### src/rtl/cfgsl_pkg.sv
package cfgsl_pkg;
    localparam int WORD_W    = 23;
    localparam int NCH       = 2;
    localparam int REF_W     = 14;
    localparam int A_W       = 7;
    localparam int N_W       = 11;
    localparam int T_W       = 2;
    localparam int MIN_RATIO = 3;

    typedef struct packed {
        logic [T_W-1:0]   tsel;
        logic [REF_W-1:0] ratio;
        logic             cs;
    } ref_cfg_t;

    typedef struct packed {
        logic           lds;
        logic           sw;
        logic           fc;
        logic [A_W-1:0] a;
        logic [N_W-1:0] n;
    } fb_cfg_t;

    function automatic ref_cfg_t unpack_ref(input logic [WORD_W-1:0] w);
        ref_cfg_t r;
        r.tsel  = w[3:2];
        r.ratio = w[4 +: REF_W];
        r.cs    = w[4 + REF_W];
        return r;
    endfunction

    function automatic fb_cfg_t unpack_fb(input logic [WORD_W-1:0] w);
        fb_cfg_t f;
        f.lds = w[2];
        f.sw  = w[3];
        f.fc  = w[4];
        f.a   = w[5 +: A_W];
        f.n   = w[5 + A_W +: N_W];
        return f;
    endfunction
endpackage

### src/rtl/cfgsl_sync.sv
module cfgsl_sync #(
    parameter int STAGES = 2
) (
    input  logic clk,
    input  logic rst,
    input  logic din,
    output logic dout
);
    logic [STAGES-1:0] chain;

    always_ff @(posedge clk) begin
        if (rst) chain <= '0;
        else     chain <= {chain[STAGES-2:0], din};
    end

    assign dout = chain[STAGES-1];
endmodule

### src/rtl/cfgsl_shifter.sv
module cfgsl_shifter #(
    parameter int W = 23
) (
    input  logic         clk,
    input  logic         rst,
    input  logic         shift,
    input  logic         din,
    output logic [W-1:0] word
);
    always_ff @(posedge clk) begin
        if (rst)        word <= '0;
        else if (shift) word <= {word[W-2:0], din};
    end

    AST_HOLD_IDLE: assert property (@(posedge clk) disable iff (rst)
        !shift |=> $stable(word));
    AST_BIT_ENTERS: assert property (@(posedge clk) disable iff (rst)
        shift |=> (word[0] == $past(din)) && (word[W-1:1] == $past(word[W-2:0])));
endmodule

### src/rtl/cfgsl_latch_bank.sv
module cfgsl_latch_bank
    import cfgsl_pkg::*;
#(
    parameter int CH = NCH
) (
    input  logic                clk,
    input  logic                rst,
    input  logic                load,
    input  logic [WORD_W-1:0]   word,
    output ref_cfg_t [CH-1:0]   ref_q,
    output fb_cfg_t  [CH-1:0]   fb_q,
    output logic     [CH-1:0]   bad_ref,
    output logic     [CH-1:0]   bad_fb
);
    ref_cfg_t ref_d;
    fb_cfg_t  fb_d;
    logic     is_fb;

    assign ref_d = unpack_ref(word);
    assign fb_d  = unpack_fb(word);
    assign is_fb = word[1];

    for (genvar i = 0; i < CH; i++) begin : g_ch
        logic hit;
        assign hit = load && (word[0] == 1'(i));

        always_ff @(posedge clk) begin
            if (rst) begin
                ref_q[i]   <= '0;
                fb_q[i]    <= '0;
                bad_ref[i] <= 1'b0;
                bad_fb[i]  <= 1'b0;
            end else if (hit && !is_fb) begin
                ref_q[i] <= ref_d;
                if (ref_d.ratio < REF_W'(MIN_RATIO)) bad_ref[i] <= 1'b1;
            end else if (hit && is_fb) begin
                fb_q[i] <= fb_d;
                if (fb_d.n < N_W'(MIN_RATIO)) bad_fb[i] <= 1'b1;
            end
        end
    end

    AST_HOLD_NO_LOAD: assert property (@(posedge clk) disable iff (rst)
        !load |=> $stable(ref_q) && $stable(fb_q));
    AST_FB_KEEPS_REF: assert property (@(posedge clk) disable iff (rst)
        (load && is_fb) |=> $stable(ref_q));
    AST_REF_KEEPS_FB: assert property (@(posedge clk) disable iff (rst)
        (load && !is_fb) |=> $stable(fb_q));
    AST_FLAG_STICKY: assert property (@(posedge clk) disable iff (rst)
        1'b1 |=> ((bad_ref & $past(bad_ref)) == $past(bad_ref))
              && ((bad_fb & $past(bad_fb)) == $past(bad_fb)));
endmodule

### src/rtl/cfg_serial_loader.sv
module cfg_serial_loader
    import cfgsl_pkg::*;
#(
    parameter int SYNC_STAGES = 2
) (
    input  logic                       clk,
    input  logic                       rst,
    input  logic                       ser_clk,
    input  logic                       ser_dat,
    input  logic                       ser_le,
    output logic [NCH-1:0][REF_W-1:0]  ref_ratio,
    output logic [NCH-1:0]             cp_hi,
    output logic [NCH-1:0][T_W-1:0]    test_sel,
    output logic [NCH-1:0][A_W-1:0]    swallow_a,
    output logic [NCH-1:0][N_W-1:0]    prog_n,
    output logic [NCH-1:0]             pre_sel,
    output logic [NCH-1:0]             pd_pol,
    output logic [NCH-1:0]             mon_sel,
    output logic [NCH-1:0]             bad_ref,
    output logic [NCH-1:0]             bad_fb
);
    localparam int NWIRE = 3;

    logic [NWIRE-1:0] raw, synced;
    logic             prev_clk, prev_le;
    logic             sclk_rise, le_rise;
    logic [WORD_W-1:0] word;
    ref_cfg_t [NCH-1:0] ref_q;
    fb_cfg_t  [NCH-1:0] fb_q;

    assign raw = {ser_le, ser_clk, ser_dat};

    for (genvar k = 0; k < NWIRE; k++) begin : g_sync
        cfgsl_sync #(.STAGES(SYNC_STAGES)) u_sync (
            .clk(clk), .rst(rst), .din(raw[k]), .dout(synced[k])
        );
    end

    always_ff @(posedge clk) begin
        if (rst) begin
            prev_clk <= 1'b0;
            prev_le  <= 1'b0;
        end else begin
            prev_clk <= synced[1];
            prev_le  <= synced[2];
        end
    end

    assign sclk_rise = synced[1] & ~prev_clk;
    assign le_rise   = synced[2] & ~prev_le;

    cfgsl_shifter #(.W(WORD_W)) u_shift (
        .clk(clk), .rst(rst), .shift(sclk_rise), .din(synced[0]), .word(word)
    );

    cfgsl_latch_bank #(.CH(NCH)) u_bank (
        .clk(clk), .rst(rst), .load(le_rise), .word(word),
        .ref_q(ref_q), .fb_q(fb_q), .bad_ref(bad_ref), .bad_fb(bad_fb)
    );

    for (genvar i = 0; i < NCH; i++) begin : g_out
        assign ref_ratio[i] = ref_q[i].ratio;
        assign cp_hi[i]     = ref_q[i].cs;
        assign test_sel[i]  = ref_q[i].tsel;
        assign swallow_a[i] = fb_q[i].a;
        assign prog_n[i]    = fb_q[i].n;
        assign pre_sel[i]   = fb_q[i].sw;
        assign pd_pol[i]    = fb_q[i].fc;
        assign mon_sel[i]   = fb_q[i].lds;
    end

    AST_SCLK_PULSE: assert property (@(posedge clk) disable iff (rst)
        sclk_rise |=> !sclk_rise);
    AST_LE_PULSE: assert property (@(posedge clk) disable iff (rst)
        le_rise |=> !le_rise);
endmodule

### config.mk
export PLATFORM = sky130hd
export DESIGN_NAME = cfg_serial_loader
export DESIGN_NICKNAME = d
export VERILOG_FILES = /design/src/rtl/cfgsl_pkg.sv /design/src/rtl/cfgsl_sync.sv /design/src/rtl/cfgsl_shifter.sv /design/src/rtl/cfgsl_latch_bank.sv /design/src/rtl/cfg_serial_loader.sv
export SDC_FILE = /design/constraint.sdc
export NUM_CORES = 1
export LEC_CHECK = 0
export ABC_AREA = 0
export CAP_MARGIN = 30
export CORE_MARGIN = 4
export CORE_UTILIZATION = 53
export CTS_CLUSTER_SIZE = 8
export DETAILED_ROUTE_END_ITERATION = 12
export PLACE_DENSITY_LB_ADDON = 0.3
export SLEW_MARGIN = 30
export SYNTH_ARGS = -nofsm -noshare
export SYNTH_HDL_FRONTEND = slang
export SYNTH_SLANG_ARGS = --single-unit
### constraint.sdc
create_clock -name clk -period 2.38 [get_ports clk]
set_input_delay 0.476 -clock clk [delete_from_list [all_inputs] [get_ports clk]]
set_output_delay 0.476 -clock clk [all_outputs]
set_load 0.1 [all_outputs]
# Yosys cells after proc, flatten, opt, wreduce, memory -nomap -nowiden
# Cells that the tools add are included.
# op_classes
magnitude_cmp	2
reduce_logical	13
bitwise	7
# op_table
operator	count
14-bit by 2-bit less-than comparator with 1-bit output (second input constant)	1
11-bit by 2-bit less-than comparator with 1-bit output (second input constant)	1
2-bit AND reduction	4
1-bit logical AND	6
3-bit AND reduction	2
1-bit inverter	5
1-bit bitwise AND	2
1-bit zero test	1
# totals
wordCells	48
regBits	111
output_inout_bits	80
in_bits	5

# Longest topological paths before layout
# logic_depth
ltp_word	6
mapped_depth	6
mapped_depth_nobuf	3

# Modules after synthesis
# From an unflattened synthesis, not the netlist that was laid out.
# unflattened
hier_cells	447
hier_area_um2	3913.8
# modules_own_cells
module	cells_each	n_inst	seq_area_each_um2	area_each_um2
cfgsl_latch_bank	355	1	1601.5	2850.2
cfgsl_shifter	74	1	460.4	835.8
cfgsl_sync	4	3	40.0	52.6
cfg_serial_loader	6	1	40.0	70.1

# Worst setup path after synthesis
# No wires, ideal clock.
# synth_timing
path_type	reg-to-reg
startpoint	register u_shift.word[1]
endpoint	register u_bank.bad_ref[0]
setup_slack_ps	897
period_less_slack_ps	1483
n_path_buf	3
path_stages_with_launch	6
arrival_time_ps	1399
t_required_ps	2297
setup_time_ps	83
path_cell_list	dfxtp_1 > buf_4 > or4b_1 > buf_6 > buf_6 > o31ai_4
# synth_via
elab_chain_len	3
# synth_rtl
item	line	rtl
start: declaration	cfgsl_shifter.sv:8	output logic [W-1:0] word
start signal: assignment	cfgsl_shifter.sv:12	else if (shift) word <= {word[W-2:0], din};
1-bit zero test	cfgsl_latch_bank.sv:33	end else if (hit && !is_fb) begin
1-bit logical AND	cfgsl_latch_bank.sv:33	
2-bit AND reduction (no line)	-	
end signal: indexed assignment	cfgsl_latch_bank.sv:31	bad_ref[i] <= 1'b0;
end signal: indexed assignment	cfgsl_latch_bank.sv:35	if (ref_d.ratio < REF_W'(MIN_RATIO)) bad_ref[i] <= 1'b1;
end: declaration	cfgsl_latch_bank.sv:12	output logic [CH-1:0] bad_ref,
# Every way passes these cells.
# A chain may end at the register's enable or synchronous reset.

# Worst setup path after layout
# layout_timing
startpoint	register u_shift.word[0]
endpoint	register, netlist name u_bank.ref_q[12]
# layout_via
elab_chain_len	3
# layout_rtl
item	line	rtl
1-bit inverter	cfgsl_latch_bank.sv:25	assign hit = load && (word[0] == 1'(i));
1-bit logical AND	cfgsl_latch_bank.sv:25	
1-bit logical AND	cfgsl_latch_bank.sv:33	
# Every way passes these cells.

==> flow_metrics.tcl <==
set metrics [dict create \
    status "completed" \
    synth_area_mm2 0.00390 \
    critPathMaxFanout 18 \
    cts_max_path_buffers 2 \
    synthCells 476 \
    drtAntennaViolNets 0 \
    pin_count 85 \
    fin_setup_tns_ns 0 \
    drive_gt1_frac 0.201 \
    synth_mux_area_frac 0 \
    fmax_mhz 583 \
    yosysUniqueCellTypes 25 \
    grtUsageTotal 0.221 \
    cts_tree "done" \
    cp.required_ns 2.61 \
    yosysTopAreaCell "dfxtp_1" \
    numCtsBuffers 9 \
    finalCritPeriodShare 0.720 \
    wl_per_cell_um 14.7 \
    critPathKind "reg2reg" \
    ctsResizeCount 0 \
    fp.dieW_um 93.7 \
    drtIter0Drc 267 \
    die_area_mm2 0.00879 \
    grt_max_degree 67 \
    synth_top_area_frac 0.570 \
    clock_latency_ns 0.37 \
    core_mm2 0.00698 \
    cts_setup_buffers 0 \
    initial_core_util 0.558 \
    final-max-slew-violation-count 0 \
    drc 0 \
    antenna_found_initial 0 \
    rr_startpoint "u_shift.word[0]" \
    synth.avg_cell_area_um2 8.19 \
    worstPathArrival_ns 1.94 \
    hold_depth 2 \
    tightestPinTransition_ns 0.930 \
    crit-reg2reg-capture "u_bank.ref_q[12]" \
    via_count 3473 \
    diodes 0 \
    root_buffer "clkbuf_8" \
    ys_ff_latch 111 \
    grt_pass1_vias 3167 \
    dpl.hpwl_um 6350 \
    synth_xor_area_frac 0 \
    synth-compound-area-share 0.141 \
    drt_wl_total_um 9520 \
    htreeDepth 3 \
    crit_path_start_kind "register" \
    dr.pass1.iters 5 \
    fin_worst_skew_ns 0.0115 \
    setup_viol 0 \
    synth_simple_gate_area_share 0.246 \
    port_buffers 84 \
    power_density_mw_per_mm2 645 \
    synth_area_leaders "dfxtp_1 (57%), nand2_1 (19%), a21oi_1 (13%)" \
    slew_headroom 0.380 \
    hold_path.class "reg2reg" \
    yosysSeqAreaShare 0.570 \
    synth_top_family_by_area "simple AND/OR/NAND/NOR gates" \
    r2r_cells 3 \
    hold-path-endpoint "u_shift.word[0]" \
    fin_util 0.685 \
    clk_pin_slew_worst_paths_ns 0.10 \
    ff2ff_setup_slack_ns 0.67 \
    avgViaCountPerCell 5.36 \
    area_delta_synth_final_pct 22.7 \
    max-vdd-ir-drop_uv 434 \
    drv_cap 0 \
    die_y_um 93.7 \
    synth_fa_ha_area_frac 0 \
    end_kind "register" \
    overflow 0 \
    cts.sink_count 111 \
    syn-num-nets 481 \
    cts_hold_buf 0 \
    row_count 30 \
    nets 552 \
    p_leak_uw 0.00175 \
    hold_viol_final 0 \
    fillCellCount 605 \
    ys_warn_count 0 \
    worstHoldStart "g_sync[0].u_sync.chain[1]" \
    grt_pass1_wl_um 15400 \
    fin_crit_ns 1.71 \
    gp_congestion 0.809 \
    grt_setup_unrepaired "false" \
]
## registers in the layout (all words and copies together) (netlist names)
signal	flops
g_sync.u_sync.chain	6
prev_clk	1
prev_le	1
u_bank.bad_fb	2
u_bank.bad_ref	2
u_bank.fb_q	42
u_bank.ref_q	34
u_shift.word	23
## power breakdown
group          internal, µW  switching, µW
Clock                   525            614
Sequential             1860           4.99
Combinational          20.4           57.4
Total                  2410            677
## Yosys cell counts
library cell	n
dfxtp_1	111
nor4_1	3
a211oi_1	1
nand2b_1	3
nor2b_1	9
o31ai_1	1
nand4_1	1
a21oi_1	99
and4b_1	1
nand4bb_1	2
buf_2	5
nor4bb_1	1
nor4b_4	1
nand4b_1	1
clkbuf_1	19
buf_4	2
o31ai_4	1
and4bb_2	1
or4b_1	1
buf_1	6
buf_6	3
nand2_1	199
a41oi_1	2
nor2_1	2
nor3_1	1
## layout make-up
class / instances / area (µm²) / area share
timing repair buffer: 95 / 721 / 0.151
multi-input combinational: 330 / 1510 / 0.316
clock inverter: 5 / 63.8 / 0.0133
tap: 96 / 120 / 0.0251
sequential: 111 / 2220 / 0.465
clock buffer: 11 / 141 / 0.0296
## per-stage QoR
stage | hold WS [ns] | cell area, µm² | cells | total power [µW] | worst slack (ns)
global placement | 0.426 | 4580 | 632 | 1990 | 0.748
detailed placement | 0.428 | 4580 | 632 | 1990 | 0.666
global route | 0.465 | 4780 | 648 | 3200 | 0.582
finish | 0.445 | 4780 | 648 | 3090 | 0.666
floorplan | 0.414 | 3900 | 476 | 1970 | 0.897
CTS | 0.449 | 4780 | 648 | 3100 | 0.667
## kinds of logic (layout without fill, tap and decap cells)
family | Yosys count | in the layout
and+or+nand+nor | 226 | 226
AOI/OAI and AO/OA | 104 | 104
buffers and inverters | 35 | 111
DFF | 111 | 111
## worst max-delay path: stages, from the launching register on
cell,delay [ns]
dfxtp_1,0.41
or4b_1,0.89
nand2_1,0.19
a21oi_1,0.08
## per-layer routing
layer | track usage | share of wire | up-vias
met5 | 0 | 0 | -
met2 | 0.389 | 0.50 | 134
met3 | 0.0593 | 0.079 | 12
met4 | 0.0542 | 0.011 | 0
met1 | 0.266 | 0.40 | 1638
li1 | - | - | 1689
## layout by cell type, fill, tap and decap left out, types with 2 or more instances in the layout
cell,synthesis,layout
a21oi_1,99,99
a41oi_1,2,2
buf_4,2,92
clkbuf_8,0,10
clkdlybuf4s50_1,0,3
dfxtp_1,111,111
inv_6,0,2
nand2_1,199,199
nand2b_1,3,3
nand4bb_1,2,2
nor2_1,2,2
nor2b_1,9,9
nor4_1,3,3
## worst max path at each step
stage / to / startpoint / cells past startpoint / slack, ns
finish: u_bank.ref_q[12] / u_shift.word[0] / 3 / 0.67
global route: u_bank.ref_q[16] / u_shift.word[0] / 3 / 0.58
detailed placement: u_bank.ref_q[13] / u_shift.word[0] / 3 / 0.67
global placement: u_bank.ref_q[11] / u_shift.word[0] / 3 / 0.75
CTS: u_bank.ref_q[13] / u_shift.word[0] / 3 / 0.67
floorplan: u_bank.bad_ref[0] / u_shift.word[1] / 5 / 0.90
No activity file was read; power rests on OpenSTA's default activity.
